--- src/rtl/drb_pkg.sv ---
package drb_pkg;

   typedef enum logic [1:0] {
      SL_FREE = 2'd0,
      SL_PEND = 2'd1,
      SL_HELD = 2'd2
   } slot_st_e;

endpackage

--- src/rtl/drb_cfg_reg.sv ---
module drb_cfg_reg #(
   parameter int REG_W = 32,
   parameter int TMR_W = 24
) (
   input  logic             clk,
   input  logic             rst_n,
   input  logic             we,
   input  logic [REG_W-1:0] wdata,
   output logic [REG_W-1:0] rdata,
   output logic             enable,
   output logic [TMR_W-1:0] preload,
   output logic             bad_preload
);
   localparam int RSV_W = REG_W - 1 - TMR_W;

   generate
      if (TMR_W >= REG_W) begin : g_bad_w
         $error("TMR_W must leave room for the enable bit");
      end
   endgenerate

   logic             en_q;
   logic [TMR_W-1:0] pre_q;

   always_ff @(posedge clk) begin
      if (!rst_n) begin
         en_q  <= 1'b0;
         pre_q <= '0;
      end else if (we) begin
         en_q  <= wdata[REG_W-1];
         pre_q <= wdata[TMR_W-1:0];
      end
   end

   generate
      if (RSV_W > 0) begin : g_rsv
         logic cfg_unused;
         assign cfg_unused = ^wdata[REG_W-2:TMR_W];
         assign rdata = {en_q, {RSV_W{1'b0}}, pre_q};
      end else begin : g_norsv
         assign rdata = {en_q, pre_q};
      end
   endgenerate

   assign enable      = en_q;
   assign preload     = pre_q;
   assign bad_preload = &pre_q;

endmodule

--- src/rtl/drb_alloc.sv ---
module drb_alloc #(
   parameter int NUM_BUF = 8,
   parameter int NP_RSVD = 2,
   localparam int IDX_W  = $clog2(NUM_BUF)
) (
   input  logic               clk,
   input  logic               rst_n,
   input  logic               req,
   input  logic               np,
   input  logic [NUM_BUF-1:0] busy_vec,
   input  logic [NUM_BUF-1:0] pf_vec,
   output logic [NUM_BUF-1:0] grant_vec,
   output logic               ack,
   output logic               retry,
   output logic               evict,
   output logic [IDX_W-1:0]   idx
);
   generate
      if (NP_RSVD >= NUM_BUF) begin : g_bad_rsvd
         $error("NP_RSVD must leave buffers for prefetched reads");
      end
   endgenerate

   logic [NUM_BUF-1:0] allow;
   logic [NUM_BUF-1:0] cand;
   logic               found;
   logic               evict_c;
   logic [IDX_W-1:0]   pick;

   generate
      for (genvar g = 0; g < NUM_BUF; g++) begin : g_allow
         if (g < NP_RSVD) begin : g_np_only
            assign allow[g] = np;
         end else begin : g_shared
            assign allow[g] = 1'b1;
         end
      end
   endgenerate

   always_comb begin
      cand    = ~busy_vec & allow;
      found   = 1'b0;
      evict_c = 1'b0;
      pick    = '0;
      for (int i = 0; i < NUM_BUF; i++) begin
         if (cand[i] && !found) begin
            found = 1'b1;
            pick  = IDX_W'(i);
         end
      end
      if (!found) begin
         for (int i = 0; i < NUM_BUF; i++) begin
            if (pf_vec[i] && !found) begin
               found   = 1'b1;
               evict_c = 1'b1;
               pick    = IDX_W'(i);
            end
         end
      end
   end

   assign ack       = req && found;
   assign retry     = req && !found;
   assign evict     = ack && evict_c;
   assign idx       = pick;
   assign grant_vec = ack ? (NUM_BUF'(1) << pick) : '0;

   AST_ONE_GRANT: assert property (@(posedge clk) disable iff (!rst_n)
      $onehot0(grant_vec));
   AST_PF_NOT_RSVD: assert property (@(posedge clk) disable iff (!rst_n)
      (ack && !np) |-> (int'(idx) >= NP_RSVD));
   AST_EVICT_ONLY_PF: assert property (@(posedge clk) disable iff (!rst_n)
      evict |-> pf_vec[idx]);
   AST_GRANT_NOT_NP: assert property (@(posedge clk) disable iff (!rst_n)
      ack |-> (!busy_vec[idx] || pf_vec[idx]));

endmodule

--- src/rtl/drb_slot.sv ---
module drb_slot
   import drb_pkg::*;
#(
   parameter int TMR_W = 24
) (
   input  logic             clk,
   input  logic             rst_n,
   input  logic             alloc_hit,
   input  logic             alloc_np,
   input  logic             fill_hit,
   input  logic             rtv_hit,
   input  logic             tick_en,
   input  logic             arm_ok,
   input  logic [TMR_W-1:0] preload,
   output logic             busy,
   output logic             pf_occ,
   output logic             release_o,
   output logic             discard_o
);
   localparam logic [TMR_W-1:0] CNT_MAX = '1;

   slot_st_e         st_q;
   logic             np_q;
   logic             armed_q;
   logic [TMR_W-1:0] cnt_q;
   logic             expire;

   assign expire = (st_q == SL_HELD) && np_q && armed_q && tick_en && (cnt_q == CNT_MAX);

   always_ff @(posedge clk) begin
      if (!rst_n) begin
         st_q      <= SL_FREE;
         np_q      <= 1'b0;
         armed_q   <= 1'b0;
         cnt_q     <= '0;
         release_o <= 1'b0;
         discard_o <= 1'b0;
      end else begin
         release_o <= 1'b0;
         discard_o <= 1'b0;
         if (alloc_hit) begin
            if (st_q != SL_FREE) release_o <= 1'b1;
            st_q    <= SL_PEND;
            np_q    <= alloc_np;
            armed_q <= 1'b0;
         end else if ((st_q == SL_HELD) && rtv_hit) begin
            st_q      <= SL_FREE;
            armed_q   <= 1'b0;
            release_o <= 1'b1;
         end else if ((st_q == SL_PEND) && fill_hit) begin
            st_q    <= SL_HELD;
            cnt_q   <= preload;
            armed_q <= np_q && arm_ok;
         end else if ((st_q == SL_HELD) && np_q) begin
            if (!armed_q) begin
               if (arm_ok) begin
                  cnt_q   <= preload;
                  armed_q <= 1'b1;
               end
            end else if (expire) begin
               st_q      <= SL_FREE;
               armed_q   <= 1'b0;
               release_o <= 1'b1;
               discard_o <= 1'b1;
            end else if (tick_en) begin
               cnt_q <= cnt_q + 1'b1;
            end
         end
      end
   end

   assign busy   = (st_q != SL_FREE);
   assign pf_occ = (st_q != SL_FREE) && !np_q;

   AST_DISCARD_IS_RELEASE: assert property (@(posedge clk) disable iff (!rst_n)
      discard_o |-> release_o);
   AST_NP_HOLD: assert property (@(posedge clk) disable iff (!rst_n)
      ((st_q == SL_HELD) && np_q && !rtv_hit && !expire) |=> !release_o);
   AST_FROZEN_COUNT: assert property (@(posedge clk) disable iff (!rst_n)
      ((st_q == SL_HELD) && armed_q && !tick_en && !rtv_hit) |=> $stable(cnt_q));
   AST_PF_NO_DISCARD: assert property (@(posedge clk) disable iff (!rst_n)
      ((st_q != SL_HELD) || !np_q) |=> !discard_o);

endmodule

--- src/rtl/drb_discard_timer.sv ---
module drb_discard_timer #(
   parameter int NUM_BUF = 8,
   parameter int NP_RSVD = 2,
   parameter int REG_W   = 32,
   parameter int TMR_W   = 24,
   localparam int IDX_W  = $clog2(NUM_BUF)
) (
   input  logic               clk,
   input  logic               rst_n,
   input  logic               cfg_we,
   input  logic [REG_W-1:0]   cfg_wdata,
   output logic [REG_W-1:0]   cfg_rdata,
   output logic               cfg_err,
   input  logic               alloc_req,
   input  logic               alloc_np,
   output logic               alloc_ack,
   output logic               alloc_retry,
   output logic [IDX_W-1:0]   alloc_idx,
   input  logic               fill_vld,
   input  logic [IDX_W-1:0]   fill_idx,
   input  logic               rtv_vld,
   input  logic [IDX_W-1:0]   rtv_idx,
   output logic [NUM_BUF-1:0] buf_release,
   output logic [NUM_BUF-1:0] buf_discard
);
   generate
      if (NUM_BUF < 2) begin : g_bad_nb
         $error("NUM_BUF must be at least 2");
      end
   endgenerate

   logic             tmr_en;
   logic [TMR_W-1:0] tmr_pre;
   logic             pre_bad;
   logic             tick_en;
   logic             arm_ok;
   logic             evict_unused;

   logic [NUM_BUF-1:0] busy_vec;
   logic [NUM_BUF-1:0] pf_vec;
   logic [NUM_BUF-1:0] grant_vec;

   drb_cfg_reg #(.REG_W(REG_W), .TMR_W(TMR_W)) u_cfg (
      .clk         (clk),
      .rst_n       (rst_n),
      .we          (cfg_we),
      .wdata       (cfg_wdata),
      .rdata       (cfg_rdata),
      .enable      (tmr_en),
      .preload     (tmr_pre),
      .bad_preload (pre_bad)
   );

   assign cfg_err = pre_bad;
   assign arm_ok  = !pre_bad;
   assign tick_en = tmr_en && !pre_bad;

   drb_alloc #(.NUM_BUF(NUM_BUF), .NP_RSVD(NP_RSVD)) u_alloc (
      .clk       (clk),
      .rst_n     (rst_n),
      .req       (alloc_req),
      .np        (alloc_np),
      .busy_vec  (busy_vec),
      .pf_vec    (pf_vec),
      .grant_vec (grant_vec),
      .ack       (alloc_ack),
      .retry     (alloc_retry),
      .evict     (evict_unused),
      .idx       (alloc_idx)
   );

   generate
      for (genvar g = 0; g < NUM_BUF; g++) begin : g_slot
         drb_slot #(.TMR_W(TMR_W)) u_slot (
            .clk       (clk),
            .rst_n     (rst_n),
            .alloc_hit (grant_vec[g]),
            .alloc_np  (alloc_np),
            .fill_hit  (fill_vld && (fill_idx == IDX_W'(g))),
            .rtv_hit   (rtv_vld && (rtv_idx == IDX_W'(g))),
            .tick_en   (tick_en),
            .arm_ok    (arm_ok),
            .preload   (tmr_pre),
            .busy      (busy_vec[g]),
            .pf_occ    (pf_vec[g]),
            .release_o (buf_release[g]),
            .discard_o (buf_discard[g])
         );
      end
   endgenerate

   AST_ERR_NO_DISCARD: assert property (@(posedge clk) disable iff (!rst_n)
      cfg_err |=> (buf_discard == '0));
   AST_ACK_XOR_RETRY: assert property (@(posedge clk) disable iff (!rst_n)
      alloc_req |-> (alloc_ack != alloc_retry));

endmodule

--- config.mk ---
export PLATFORM = sky130hd
export DESIGN_NAME = drb_discard_timer
export DESIGN_NICKNAME = d
export VERILOG_FILES = /design/src/rtl/drb_pkg.sv /design/src/rtl/drb_cfg_reg.sv /design/src/rtl/drb_alloc.sv /design/src/rtl/drb_slot.sv /design/src/rtl/drb_discard_timer.sv
export SDC_FILE = /design/constraint.sdc
export NUM_CORES = 1
export LEC_CHECK = 0
export BUFFER_PORTS_ARGS = -buffer_cell sky130_fd_sc_hd__buf_4
export CORE_MARGIN = 3
export CORE_UTILIZATION = 55
export DETAILED_ROUTE_END_ITERATION = 6
export PLACE_DENSITY = 0.78
export SLEW_MARGIN = 10
export SYNTH_ARGS = -nofsm -noshare
export SYNTH_HDL_FRONTEND = slang
export SYNTH_SLANG_ARGS = --single-unit
--- constraint.sdc ---
create_clock -name clk -period 3.21 [get_ports clk]
set_input_delay 0.4815 -clock clk [delete_from_list [all_inputs] [get_ports clk]]
set_output_delay 0.4815 -clock clk [all_outputs]
set_load 0.05 [all_outputs]
# After elaboration in Yosys (flattened, before gate mapping)
# Cells that the tools add are included.
# op_classes
n_mux	219
eq_ne	62
addsub	8
bitwise_logic	19
n_reduce_logical	214
n_shift	1
# op_table
op	n
24-bit 2-to-1 mux	41
24-bit by 1-bit adder with 24-bit output, second input constant	8
24-bit equality test, second input constant	8
1-bit 2-to-1 mux	130
1-bit logical AND	98
4-bit nonzero test	24
2-bit 2-to-1 mux	34
2-bit nonzero test	32
3-bit AND reduction	16
6-bit AND reduction	8
3-bit inequality test, second input constant	15
3-bit 2-to-1 mux	13
1-bit logical NOT	25
3-bit equality test, second input constant	8
3-bit by 1-bit inequality test with 1-bit output, second input constant	8
24-bit AND reduction	1
3-bit OR reduction	8
1-bit inverter	17
2-bit by 1-bit equality test with 1-bit output, second input constant	8
2-bit equality test, second input constant	8
3-bit by 2-bit equality test with 1-bit output, second input constant	4
8-bit AND	1
8-bit 2-to-1 mux	1
8-bit inverter	1
4 further kinds	6
# totals
register_bits	265
elab_cells	581
input_bits	45
out_inout_bits	54

# Longest topological paths before layout
# logic_depth
ltp_word	61
ltp_mapped	12
ltp_nobuf	8

# Hierarchy
# From an unflattened synthesis, not the netlist that was laid out.
# hier_totals
cells_unflattened	2188
hier_area_um2	17232.8
# modules_own_cells
mod	area_each_um2	instances	cells_each	seq_area_each_um2
drb_slot at g_slot[0].u_slot ...	1946.9	6	251	600.6
drb_slot at g_slot[4].u_slot	1944.4	1	243	600.6
drb_slot at g_slot[7].u_slot	1823.0	1	240	600.6
drb_cfg_reg	1233.7	1	121	500.5
drb_alloc	350.3	1	60	0.0
drb_discard_timer	200.2	1	18	0.0

# Worst setup path before layout
# OpenSTA, ideal clock, no wires.
# synth_timing
path_type	reg2reg
start	register u_cfg.pre_q[2], in the netlist u_cfg.preload[2]
end	register g_slot[2].u_slot.cnt_q[20]
setup_ns	0.134
t_arrival_ns	2.715
path_slack_ns	0.361
synth_period_minus_slack_ns	2.849
stages_incl_launch_ff	11
t_required_ns	3.076
path_cell_list	dfxtp_1 -> buf_2 -> nand4_2 -> or4_4 -> o21ai_4 -> o21ai_1 -> a311o_2 -> buf_6 -> buf_6 -> nor2_1 -> o32ai_2
# synth_between
elab_chain_cells	7
# synth_lines
element	line_no	rtl
start: declaration	drb_cfg_reg.sv:23	logic [TMR_W-1:0] pre_q;
start signal: assignment	drb_cfg_reg.sv:31	pre_q <= wdata[TMR_W-1:0];
24-bit AND reduction (*)	drb_cfg_reg.sv:47	assign bad_preload = &pre_q;
1-bit logical NOT	drb_discard_timer.sv:56	assign tick_en = tmr_en && !pre_bad;
1-bit logical AND	drb_discard_timer.sv:56	
1-bit logical AND (2 in series)	drb_slot.sv:28	assign expire = (st_q == SL_HELD) && np_q && armed_q && tick_en && (cnt_q == CNT_MAX);
3-bit inequality test (no source line)	--	
6-bit AND reduction (no source line) (*)	--	
end signal: assignment	drb_slot.sv:52	cnt_q <= preload;
end signal: assignment	drb_slot.sv:57	cnt_q <= preload;
end signal: assignment	drb_slot.sv:66	cnt_q <= cnt_q + 1'b1;
end: declaration	drb_slot.sv:25	logic [TMR_W-1:0] cnt_q;
# Every way passes the cells marked *; elsewhere a longest branch is shown, timed or not.
# A chain may end at the register's enable or synchronous reset.

# Worst setup path in the final report
# layout_timing
start	register g_slot[3].u_slot.st_q[1]
end	output port alloc_retry
# layout_between
elab_chain_cells	51
# layout_lines
element	line_no	rtl
start: declaration	drb_slot.sv:22	slot_st_e st_q;
start signal: assignment	drb_slot.sv:32	st_q <= SL_FREE;
start signal: assignment	drb_slot.sv:43	st_q <= SL_PEND;
start signal: assignment	drb_slot.sv:47	st_q <= SL_FREE;
2-bit nonzero test (*)	drb_slot.sv:72, drb_slot.sv:73	
8-bit inverter	drb_alloc.sv:41	cand = ~busy_vec & allow;
8-bit AND	drb_alloc.sv:41	
1-bit logical AND	drb_alloc.sv:46	if (cand[i] && !found) begin
1-bit 2-to-1 mux	drb_alloc.sv:46	
1-bit logical NOT	drb_alloc.sv:46	
1-bit logical AND	drb_alloc.sv:46	
1-bit 2-to-1 mux	drb_alloc.sv:46	
(+35 left out)	--	
1-bit 2-to-1 mux	drb_alloc.sv:53	if (pf_vec[i] && !found) begin
1-bit 2-to-1 mux	drb_alloc.sv:51	if (!found) begin
1-bit logical NOT	drb_alloc.sv:53	
1-bit logical AND	drb_alloc.sv:53	
1-bit 2-to-1 mux	drb_alloc.sv:53	
1-bit 2-to-1 mux (*)	drb_alloc.sv:51	
1-bit logical NOT (*)	drb_alloc.sv:63	assign retry = req && !found;
1-bit logical AND (*)	drb_alloc.sv:63	
end: declaration	drb_discard_timer.sv:17	output logic alloc_retry,
# Every way passes the cells marked *; elsewhere a longest branch is shown, timed or not. The select of a mux whose other input is x is not followed.

==> results summary <==
The final hold violation count is 0. The required time of the critical path is 2.73 ns. After clock tree synthesis, the clock-pin slew on the worst setup and hold paths is 0.06 ns.

The fraction of the mapped netlist area in simple logic gates is 0.285. The leakage power of the design is 6.35 nW. The longest clock path from root to sink contains 3 buffers. The die outline area is 31800 um^2. The maximum vdd drop came out at between 0.4 and 0.5 mV. The fmax came out at 341 MHz.

The first global-routing pass estimated between 80000 and 90000 um of wire. Of the post-synthesis cell area, the part taken by muxes is 0.0209. The total overflow left after global routing is 0. The remaining antenna violation count came out at 0. The number of nets in the layout is about 2200. The number of buffers and inverters on the critical path is 1. The period utilization came out at 0.915. The critical path is of the reg -> out type.

TritonCTS built the clock tree. The compound-cell area share of the yosys netlist is 0.297. The via count normalized by instance count came out at 6.65. In the final layout, the share of cells above drive strength 1 is 0.142. For this run, the register share of the synthesized area comes to 0.324. In this run the number of H-tree levels came out at 1. The first TritonRoute pass finished after 6 iterations.

After synthesis the netlist holds a flip-flop and latch count of 265. The time the worst path needs with I/O delays and setup is 2.94 ns. The synthesized-area fraction occupied by xor and xnor cells came out at 0. The critical path goes through o22ai_1, a21oi_1, nand2_1, nor4_2, and2_1, buf_4. The critical path arrival is 2.45 ns. The origin of the worst setup path is g_slot[3].u_slot.st_q[1]. Across the run, the number of max-cap violations was 0. In this run the cell area of the synthesized design comes to 16400 um^2.

The number of warnings issued by yosys came out at 0. After routing, the total negative slack on setup checks comes to 0 ns. Entering global routing, the biggest net connects 54 pins.

The slowest stage of the critical path is the sky130_fd_sc_hd__dfxtp_1 cell. The worst setup skew after layout is 0.0112 ns. The biggest area contributor in the post-synthesis netlist is sky130_fd_sc_hd__dfxtp_1.

The port buffer count came out at 84. Dividing the synthesized area by the synthesized cell count gives 7.47 um^2. The tree is rooted in a sky130_fd_sc_hd__clkbuf_16. The critical path endpoint category is an output pin. The number of slew-limit violations in the final report is 0. The path class of the lowest-slack min-delay path is in -> reg.

The design draws ~7.7 mW. The worst setup path is launched from a flop. The number of standard cells after synthesis is about 2200.

The die width is 178 um. The count of final setup violators is 0. The adder-cell share of the synthesized area is 0.00612.

The number of ports placed on the die boundary came out at 99. The number of global-route vias before repair came out at 15558. The effective utilization at floorplan came out at 0.564.

The routed layout has 17264 vias. In this run the most used layer during global routing was met2. The relative max-transition margin came out at 0.472. The cell family contributing the most delay on the critical path is simple AND/OR/NAND/NOR gates. The wire-length estimate of the detail-placed layout is 34000 um. In this run the power density over the cells is 421 nW/um^2. In this run the most critical hold path is launched from cfg_wdata[16].

After detailed routing, the average wire length per cell comes to 20.4 um. The clock sink count is 265. The share of synthesized area in the top cell type comes to 0.324. The number of distinct standard cells referenced by the synthesized netlist is 94.

The number of enable-type register cells in the synthesized netlist is 0. The post-route DRC violation count is 0. The launch instance of the worst register-to-register path is g_slot[3].u_slot.st_q[1]. The internal reg-to-reg setup slack came out at 0.35 ns.

Among all flip-flop cells after synthesis, the most frequent one is sky130_fd_sc_hd__dfxtp_1. Across every metal layer, demand over resource in global routing totals 0.323. The core box area is ~29000 um^2.

The dominant combinational cell family by area after synthesis is compound AO/OA/AOI/OAI gates. The detailed router finished its first iteration with between 2000 and 2500 violations. The number of standard-cell rows in the floorplan came out at 62.

Along the worst path, the maximum fanout reaches 8. Setup repair after global routing left no endpoint under its margin. The largest single stage delay on the critical path is roughly 0.48 ns.

The initial antenna violation count came out at 2. The post-synthesis async set-or-reset flop share is 0. The total wire length after detailed routing is 52900 um. The global routing met1 resource utilization came out at 0.424. The growth of design area from synthesis to finish came out at 11.7%. Sorting the synthesized cells by area gives the leading types as sky130_fd_sc_hd__dfxtp_1, sky130_fd_sc_hd__nand2_1, sky130_fd_sc_hd__a21oi_1. The insertion delay to the later sink of the worst-skew pair is 0.56 ns.

The number of buffers created by CTS came out at 30. The flow ran to the end, and the final reports show no timing, DRC or antenna violations. Fill cells in the final layout number approximately 2500.

The height of the die came out at approximately 180 um. For this run, global-route usage on met3 was measured as 0.0568. Routability-driven placement finished with a final weighted congestion of 0.957. At the pin with the least slew margin, the transition time is 0.785 ns. The global routing usage on met2 is 0.506.

The cts-stage hold buffer count came out at 0.
-- final cells by class --
| type | count | area (um^2) | share of cell area |
|---|---|---|---|
| tap | 384 | 480 | 0.0263 |
| inverter | 21 | 81.3 | 0.00445 |
| sequential | 265 | 5310 | 0.290 |
| clock inverter | 14 | 154 | 0.00842 |
| clock buffer | 42 | 897 | 0.0491 |
| antenna | 2 | 5.00 | 0.000274 |
| multi-input combinational | 1701 | 10000 | 0.548 |
| timing repair buffer | 168 | 1340 | 0.0733 |
-- state kept, by name, summed over array words and instances, names as in the netlist --
name,count
g_slot.u_slot.release_o,8
g_slot.u_slot.cnt_q,192
u_cfg.enable,1
g_slot.u_slot.st_q,16
u_cfg.preload,24
g_slot.u_slot.np_q,8
g_slot.u_slot.discard_o,8
g_slot.u_slot.armed_q,8
-- cell usage in the layout, fill, tap and decap left out, types with 24 or more instances in the layout --
cell,instances
sky130_fd_sc_hd__nor3_1,61
sky130_fd_sc_hd__nand4_1,55
sky130_fd_sc_hd__nor2b_1,24
sky130_fd_sc_hd__nor4_1,27
sky130_fd_sc_hd__dfxtp_1,265
sky130_fd_sc_hd__and3_1,24
sky130_fd_sc_hd__a31oi_1,29
sky130_fd_sc_hd__clkbuf_16,31
sky130_fd_sc_hd__buf_4,161
sky130_fd_sc_hd__a21oi_1,209
sky130_fd_sc_hd__o22ai_1,37
sky130_fd_sc_hd__nand2_1,370
sky130_fd_sc_hd__o32ai_1,36
sky130_fd_sc_hd__o31ai_1,82
sky130_fd_sc_hd__nor2_1,168
sky130_fd_sc_hd__nand3_1,104
sky130_fd_sc_hd__o211ai_1,34
sky130_fd_sc_hd__mux2i_1,33
sky130_fd_sc_hd__o21ai_0,58
-- repair_timing --
| item | in CTS | in global routing |
|---|---|---|
| setup buffers | 0 | 0 |
| resized for setup | 0 | 3 |
| endpoints found under the setup margin | 0 | 22 |
| endpoints found under the hold margin | 0 | 0 |
-- Yosys cell counts (all sizes together) (6+ instances only) --
master,instances
o311a,6
o211ai,34
a211oi,16
a21boi,6
mux2i,33
nor2b,25
and4,14
o22ai,39
o22a,6
a32o,24
buf,95
nand4,58
and2,22
a31o,13
a21oi,212
o221a,20
clkbuf,113
o31ai,88
ha,8
o32ai,40
nand3,104
inv,21
or4,7
or2,21
nand2b,20
a31oi,30
a22oi,11
o21ai,70
a311oi,6
o21bai,6
nand2,370
a21o,9
dfxtp,265
o21a,10
nor2,169
nor3,64
or3,16
nor4,30
and3,24
-- where the power goes --
part	internal (mW)	switching, mW
clock network	2.18	1.45
logic	0.212	0.507
registers	3.32	0.0278
total	5.71	1.99
-- worst reg2reg max path: cells and delay by family, from the launching register on --
family,cells,cell delay (ns)
AOI/OAI and AO/OA,7,1.86
DFF,1,0.48
buffers and inverters,2,0.42
-- worst paths after layout --
path | to | cells past startpoint
min | u_cfg.preload[16] | 3
min reg2reg | g_slot[1].u_slot.cnt_q[23] | 2
max | alloc_retry | 6
max reg2reg | g_slot[5].u_slot.cnt_q[4] | 9
-- per-stage QoR --
step / hold slack [ns] / std cells / instance area [um^2] / worst slack, ns / util
finish: 0.164 / 2597 / 18300 / 0.274 / 0.630
global route: 0.177 / 2596 / 18300 / 0.144 / 0.630
CTS: 0.145 / 2595 / 18300 / 0.0914 / 0.629
detailed placement: 0.467 / 2539 / 17200 / 0.194 / 0.593
global placement: 0.453 / 2539 / 17200 / 0.255 / 0.593
floorplan: 0.444 / 2195 / 16400 / 0.361 / -
-- per-layer routing --
layer  share of wire  wire length, um  vias up
met1            0.40            21300     8158
met5         0.00038               20        -
met3           0.094             4950      174
met2            0.44            23300      795
li1                -                -     8135
met4           0.062             3300        2
-- kinds of logic (layout without fill, tap and decap cells) --
family / Yosys count / count (layout)
buffers and inverters: 229 / 245
muxes: 34 / 34
adders and majority gates: 8 / 8
and+or+nand+nor: 965 / 965
AOI/OAI and AO/OA: 687 / 687
DFF: 265 / 265
other: 1 / 9
Note: power is estimated with default switching activity, not from simulation.
